## src/rtl/lw_pkg.sv

```systemverilog
package lw_pkg;

  typedef enum logic [1:0] {
    OP_NOP = 2'd0,
    OP_RD  = 2'd1,
    OP_WR  = 2'd2
  } op_e;

  // Command decode for one rising edge; sleep turns anything into a no-op.
  function automatic op_e decode_op(input logic sleep, input logic sel_n, input logic we_n);
    if (sleep || sel_n) return OP_NOP;
    if (we_n)           return OP_RD;
    return OP_WR;
  endfunction

endpackage

```

## src/rtl/lw_ctrl.sv

```systemverilog
module lw_ctrl
  import lw_pkg::*;
#(
  parameter int ADDR_W = 6,
  parameter int NBYTES = 4
) (
  input  logic              clk,
  input  logic              rst,
  input  logic              sleep,
  input  logic              sel_n,
  input  logic              we_n,
  input  logic [NBYTES-1:0] bwe_n,
  input  logic [ADDR_W-1:0] addr,
  output op_e               op_now,
  output logic              accept_rd,
  output logic              accept_wr,
  output logic              rd_q,
  output logic [ADDR_W-1:0] rd_addr_q,
  output logic              wr_pend,
  output logic [ADDR_W-1:0] wr_addr_q,
  output logic [NBYTES-1:0] wr_be_q
);

  logic              abort_wr;
  logic [NBYTES-1:0] be_hi;

  assign op_now    = decode_op(sleep, sel_n, we_n);
  assign be_hi     = ~bwe_n;
  assign accept_rd = (op_now == OP_RD);
  assign accept_wr = (op_now == OP_WR) && (|be_hi);
  assign abort_wr  = (op_now == OP_WR) && !(|be_hi);

  always_ff @(posedge clk) begin
    if (rst) begin
      rd_q    <= 1'b0;
      wr_pend <= 1'b0;
    end else begin
      rd_q    <= accept_rd;
      wr_pend <= accept_wr;
    end
  end

  always_ff @(posedge clk) begin
    if (accept_rd) rd_addr_q <= addr;
    if (accept_wr) begin
      wr_addr_q <= addr;
      wr_be_q   <= be_hi;
    end
  end

  // an aborted write never opens a data phase
  p_abort_drops_r5: assert property (@(posedge clk) disable iff (rst)
    abort_wr |=> !wr_pend);

endmodule

```

## src/rtl/lw_wbuf.sv

```systemverilog
module lw_wbuf #(
  parameter int ADDR_W = 6,
  parameter int NBYTES = 4,
  parameter int BYTE_W = 8,
  localparam int DW = NBYTES * BYTE_W
) (
  input  logic              clk,
  input  logic              rst,
  input  logic              load_en,
  input  logic [ADDR_W-1:0] ld_addr,
  input  logic [NBYTES-1:0] ld_be,
  input  logic [DW-1:0]     ld_data,
  input  logic [ADDR_W-1:0] rd_addr,
  input  logic [DW-1:0]     arr_rdata,
  output logic              commit_en,
  output logic [ADDR_W-1:0] cm_addr,
  output logic [NBYTES-1:0] cm_be,
  output logic [DW-1:0]     cm_data,
  output logic              buf_valid,
  output logic [DW-1:0]     fwd_data
);

  logic [ADDR_W-1:0] buf_addr;
  logic [NBYTES-1:0] buf_be;
  logic [DW-1:0]     buf_data;
  logic              hit;

  // Byte-wise overlay: enabled bytes of top replace those of base.
  function automatic logic [DW-1:0] overlay(input logic [DW-1:0] base,
                                            input logic [DW-1:0] top,
                                            input logic [NBYTES-1:0] be);
    logic [DW-1:0] res;
    res = base;
    for (int b = 0; b < NBYTES; b++)
      if (be[b]) res[b*BYTE_W +: BYTE_W] = top[b*BYTE_W +: BYTE_W];
    return res;
  endfunction

  // Old entry drains on the same edge that the new one arrives.
  assign commit_en = load_en && buf_valid;
  assign cm_addr   = buf_addr;
  assign cm_be     = buf_be;
  assign cm_data   = buf_data;

  always_ff @(posedge clk) begin
    if (rst) buf_valid <= 1'b0;
    else if (load_en) buf_valid <= 1'b1;
  end

  always_ff @(posedge clk) begin
    if (load_en) begin
      buf_addr <= ld_addr;
      buf_be   <= ld_be;
      buf_data <= ld_data;
    end
  end

  assign hit      = buf_valid && (buf_addr == rd_addr);
  assign fwd_data = hit ? overlay(arr_rdata, buf_data, buf_be) : arr_rdata;

  // with no new data the pending entry stays as it was
  p_pending_kept_r7: assert property (@(posedge clk) disable iff (rst)
    !load_en |=> ($stable(buf_valid) && $stable(buf_addr) && $stable(buf_data) && $stable(buf_be)));

endmodule

```

## src/rtl/lw_array.sv

```systemverilog
module lw_array #(
  parameter int ADDR_W = 6,
  parameter int NBYTES = 4,
  parameter int BYTE_W = 8,
  localparam int DW    = NBYTES * BYTE_W,
  localparam int DEPTH = 1 << ADDR_W
) (
  input  logic              clk,
  input  logic              we,
  input  logic [ADDR_W-1:0] waddr,
  input  logic [NBYTES-1:0] wbe,
  input  logic [DW-1:0]     wdata,
  input  logic [ADDR_W-1:0] raddr,
  output logic [DW-1:0]     rdata
);

  logic [DW-1:0] mem [DEPTH];

  always_ff @(posedge clk) begin
    if (we) begin
      for (int b = 0; b < NBYTES; b++)
        if (wbe[b]) mem[waddr][b*BYTE_W +: BYTE_W] <= wdata[b*BYTE_W +: BYTE_W];
    end
  end

  assign rdata = mem[raddr];

endmodule

```

## src/rtl/lw_outlatch.sv

```systemverilog
module lw_outlatch #(
  parameter int DW = 32
) (
  input  logic          clk,
  input  logic          rst,
  input  logic          sleep,
  input  logic          rd_q,
  input  logic [DW-1:0] rdata,
  output logic          oe_state,
  output logic [DW-1:0] dq_o,
  output logic          dq_oe
);

  // Falling-edge stage: half a cycle after the read was captured.
  always_ff @(negedge clk) begin
    if (rst) oe_state <= 1'b0;
    else     oe_state <= rd_q;
  end

  always_ff @(negedge clk) begin
    if (rd_q) dq_o <= rdata;
  end

  assign dq_oe = oe_state && !sleep;

endmodule

```

## src/rtl/latewrite_sram.sv

```systemverilog
module latewrite_sram
  import lw_pkg::*;
#(
  parameter int ADDR_W = 6,
  parameter int NBYTES = 4,
  parameter int BYTE_W = 8,
  localparam int DW = NBYTES * BYTE_W
) (
  input  logic              clk,
  input  logic              rst,
  input  logic              sleep,
  input  logic              sel_n,
  input  logic              we_n,
  input  logic [NBYTES-1:0] bwe_n,
  input  logic [ADDR_W-1:0] addr,
  input  logic [DW-1:0]     dq_i,
  output logic [DW-1:0]     dq_o,
  output logic              dq_oe
);

  op_e               op_now;
  logic              accept_rd, accept_wr;
  logic              rd_q, wr_pend;
  logic [ADDR_W-1:0] rd_addr_q, wr_addr_q;
  logic [NBYTES-1:0] wr_be_q;
  logic              commit_en, buf_valid, oe_state;
  logic [ADDR_W-1:0] cm_addr;
  logic [NBYTES-1:0] cm_be;
  logic [DW-1:0]     cm_data, arr_rdata, fwd_data;

  lw_ctrl #(.ADDR_W(ADDR_W), .NBYTES(NBYTES)) u_ctrl (
    .clk(clk), .rst(rst), .sleep(sleep), .sel_n(sel_n), .we_n(we_n),
    .bwe_n(bwe_n), .addr(addr), .op_now(op_now),
    .accept_rd(accept_rd), .accept_wr(accept_wr),
    .rd_q(rd_q), .rd_addr_q(rd_addr_q),
    .wr_pend(wr_pend), .wr_addr_q(wr_addr_q), .wr_be_q(wr_be_q)
  );

  lw_wbuf #(.ADDR_W(ADDR_W), .NBYTES(NBYTES), .BYTE_W(BYTE_W)) u_wbuf (
    .clk(clk), .rst(rst), .load_en(wr_pend), .ld_addr(wr_addr_q),
    .ld_be(wr_be_q), .ld_data(dq_i), .rd_addr(rd_addr_q),
    .arr_rdata(arr_rdata), .commit_en(commit_en), .cm_addr(cm_addr),
    .cm_be(cm_be), .cm_data(cm_data), .buf_valid(buf_valid),
    .fwd_data(fwd_data)
  );

  lw_array #(.ADDR_W(ADDR_W), .NBYTES(NBYTES), .BYTE_W(BYTE_W)) u_array (
    .clk(clk), .we(commit_en), .waddr(cm_addr), .wbe(cm_be),
    .wdata(cm_data), .raddr(rd_addr_q), .rdata(arr_rdata)
  );

  lw_outlatch #(.DW(DW)) u_out (
    .clk(clk), .rst(rst), .sleep(sleep), .rd_q(rd_q), .rdata(fwd_data),
    .oe_state(oe_state), .dq_o(dq_o), .dq_oe(dq_oe)
  );

  // an accepted read enables the driver by the next rising edge
  p_read_drives_r2: assert property (@(posedge clk) disable iff (rst)
    accept_rd |=> oe_state);

  // R8 (and R1): any non-read command leaves the driver off
  p_nonread_hiz_r8: assert property (@(posedge clk) disable iff (rst)
    (op_now != OP_RD) |=> !oe_state);

  // reset drops the pending entry and the data wait state
  p_reset_clears_r10: assert property (@(posedge clk)
    rst |=> (!buf_valid && !wr_pend));

  // a write data phase follows only an accepted write address
  p_data_follows_addr_r3: assert property (@(posedge clk) disable iff (rst)
    !accept_wr |=> !wr_pend);

endmodule

```

## config.mk

```make
export PLATFORM = sky130hd
export DESIGN_NAME = latewrite_sram
export DESIGN_NICKNAME = d
export VERILOG_FILES = /design/src/rtl/lw_pkg.sv /design/src/rtl/lw_ctrl.sv /design/src/rtl/lw_wbuf.sv /design/src/rtl/lw_array.sv /design/src/rtl/lw_outlatch.sv /design/src/rtl/latewrite_sram.sv
export SDC_FILE = /design/constraint.sdc
export NUM_CORES = 2
export LEC_CHECK = 0
export ABC_AREA = 0
export BUFFER_PORTS_ARGS = -buffer_cell sky130_fd_sc_hd__buf_2
export CAP_MARGIN = 20
export CORE_MARGIN = 1
export CORE_UTILIZATION = 55
export DETAILED_ROUTE_END_ITERATION = 8
export MAX_ROUTING_LAYER = met4
export PLACE_DENSITY = 0.71
export SLEW_MARGIN = 15
export SYNTH_ARGS = -nofsm -noshare
export SYNTH_HDL_FRONTEND = slang
export SYNTH_HIERARCHICAL = 1
export SYNTH_SLANG_ARGS = --single-unit
```

## constraint.sdc

```tcl
create_clock -name clk -period 8.3 [get_ports clk]
set_input_delay 1.66 -clock clk [delete_from_list [all_inputs] [get_ports clk]]
set_output_delay 1.66 -clock clk [all_outputs]
set_load 0.005 [all_outputs]
```

==> flow_summary.yaml <==
status:
  status: "finished, final reports clean"
sta:
  fin_setup_tns_ns: 0
  skew_ns: 0.06095
  relSlewSlack_pct: 15.51
  setup-violations-final: 0
  tightestPinTransition_ns: 1.267
  rsz0062_at_grt: "no"
  setup_slack_ns: 0.6197
  drv_slew: 0
  hold_viol: 0
placement:
  gp_congestion: 0.8863
  io_buffers: 79
  place_area_sq_um: 85740
  hpwlAfterDp_mm: 137.3
  dpl_worst_slack_ns: 0.7272
critical_path:
  path_max_fanout: 18
  reg2reg_to: "u_out/dq_o[14]"
  crit_end: "u_out/dq_o[14]"
  required_ns: 4.69
  critPathLaunch: "u_ctrl/rd_addr_q[2]"
  r2r_cells: 7
  r2r_start: "u_ctrl/rd_addr_q[2]"
  worstPathArrival_ns: 4.07
  end_kind: "flop"
  start_kind: "flop"
  r2r_setup_slack_ns: 0.62
  critPathKind: "reg2reg"
route:
  antenna_left: 0
  dr_total_vias: 41017
  drc: 0
  first_pass_iters: 9
  finalWirelength_mm: 219.7
  wl_per_cell_um: 35.76
  drt_iter0_markers: 6011
  vias_per_cell: 6.675
final_layout:
  nFillCells: 9823
  nets: 3991
  drive_gt1_share_pct: 27.88
  final_common_cell: "edfxtp_1"
  final_cell_mix: "edfxtp_1 (2138), mux4_2 (543), nor2_1 (280)"
  synthToLayoutAreaGrowth_pct: 12.28
  finish.instance_area_sq_um: 92680
clocking:
  cts_sinks: 2142
  clock_path_buffers: 3
  path_clk_slew_ns: 0.06
  cts.htree.levels: 4
  cts_tree: "yes"
  clk_latency_ns: 0.84
  cts_buffers: 205
  postCtsHoldBufs: 0
  ctsResizeCount: 0
  post_cts_buffers: 0
  clk_root_buffer_cell: "clkbuf_16"
floorplan:
  die_area_sq_um: 151600
  coreArea_sq_um: 148400
  die_x_um: 389.4
  initial_core_util_pct: 55.64
  ioPinCount: 80
  std_cell_rows: 141
  die_h_um: 389.4
global_route:
  grt_util_all_layers_pct: 30.26
  overflow: 0
  grt_pass1_vias: 39825
  grt_antenna_before_repair: 20
  grt_pass1_wl_mm: 305.8
  grt_max_degree: 77
power:
  power_density_nw_per_um2: 237.9
  leakagePower_nw: 28.77
  peakVddDrop_uv: 221.2
min_path:
  hold_class: "reg2reg"
synthesis:
  syn_area_per_cell_sq_um: 22.30
  syn_area_sq_um: 82550
  synthCells: 3702
  yosysWarnings: 6
  synthesis.nets: 3749
run:
  cap_violations: 0
## worst max-delay path, cell delays in order (launching register included)
cell and delay [ns]:
edfxtp_1 0.81, buf_4 0.43, buf_4 0.34, mux4_2 0.36
mux4_2 0.48, a21oi_1 0.34, o211ai_1 0.16, mux2_2 0.28
## metrics by stage
| step | util, % | instances | hold WS [ns] | power (mW) |
|---|---|---|---|---|
| floorplan | - | 3702 | 0.4003 | 12.56 |
| global placement | 57.79 | 5706 | 0.4036 | 12.84 |
| detailed placement | 57.79 | 5706 | 0.4045 | 12.85 |
| CTS | 62.42 | 6119 | 0.4183 | 22.14 |
| global route | 62.45 | 6137 | 0.4306 | 22.55 |
| finish | 62.47 | 6145 | 0.4202 | 22.05 |
## final cells by class
class | instances | area, sq um | area share [%]
Antenna cell | 25 | 62.56 | 0.06750
Clock buffer | 249 | 5454 | 5.885
Multi-Input combinational cell | 1341 | 17190 | 18.54
Tap cell | 2002 | 2505 | 2.703
Inverter | 8 | 30.03 | 0.03240
Sequential cell | 2142 | 64290 | 69.36
Timing Repair Buffer | 213 | 1739 | 1.876
Clock inverter | 165 | 1420 | 1.532
## state kept, by name (all words and copies together) (netlist names), 4 cells and up
| signal | cells |
|---|---|
| u_wbuf/cm_data | 32 |
| u_wbuf/cm_addr | 6 |
| u_out/dq_o | 32 |
| u_ctrl/rd_addr_q | 6 |
| u_ctrl/wr_addr_q | 6 |
| u_wbuf/cm_be | 4 |
| u_array/mem | 2048 |
| u_ctrl/wr_be_q | 4 |
## worst min path at each step
| stage | startpoint | endpoint | slack (ns) | depth (start not counted) |
|---|---|---|---|---|
| after floorplan | u_ctrl/wr_addr_q[0] | u_wbuf/cm_addr[0] | 0.40 | 0 |
| after global placement | u_ctrl/wr_addr_q[1] | u_wbuf/cm_addr[1] | 0.40 | 0 |
| after detailed placement | u_ctrl/wr_addr_q[0] | u_wbuf/cm_addr[0] | 0.40 | 0 |
| after CTS | u_ctrl/wr_addr_q[3] | u_wbuf/cm_addr[3] | 0.42 | 0 |
| after global routing | u_ctrl/wr_addr_q[2] | u_wbuf/cm_addr[2] | 0.43 | 0 |
| final | u_ctrl/wr_addr_q[0] | u_wbuf/cm_addr[0] | 0.42 | 0 |
## report_power, final
part / switching, mW / internal, mW / leakage [nW] / total, mW
clock network: 4.01 / 5.43 / 3.49 / 9.44
registers: 0.0242 / 11.8 / 19.3 / 11.8
logic: 0.453 / 0.338 / 6.03 / 0.791
total: 4.49 / 17.6 / 28.8 / 22.0
## layer usage
layer	part of all wire [%]	wire (um)	global-route usage, %
met5	0	0	-
met4	4.2	9214	11.65
met3	12	26800	8.916
met2	46	101600	44.05
met1	37	82170	40.70
No activity file was read; power rests on OpenSTA's default activity.
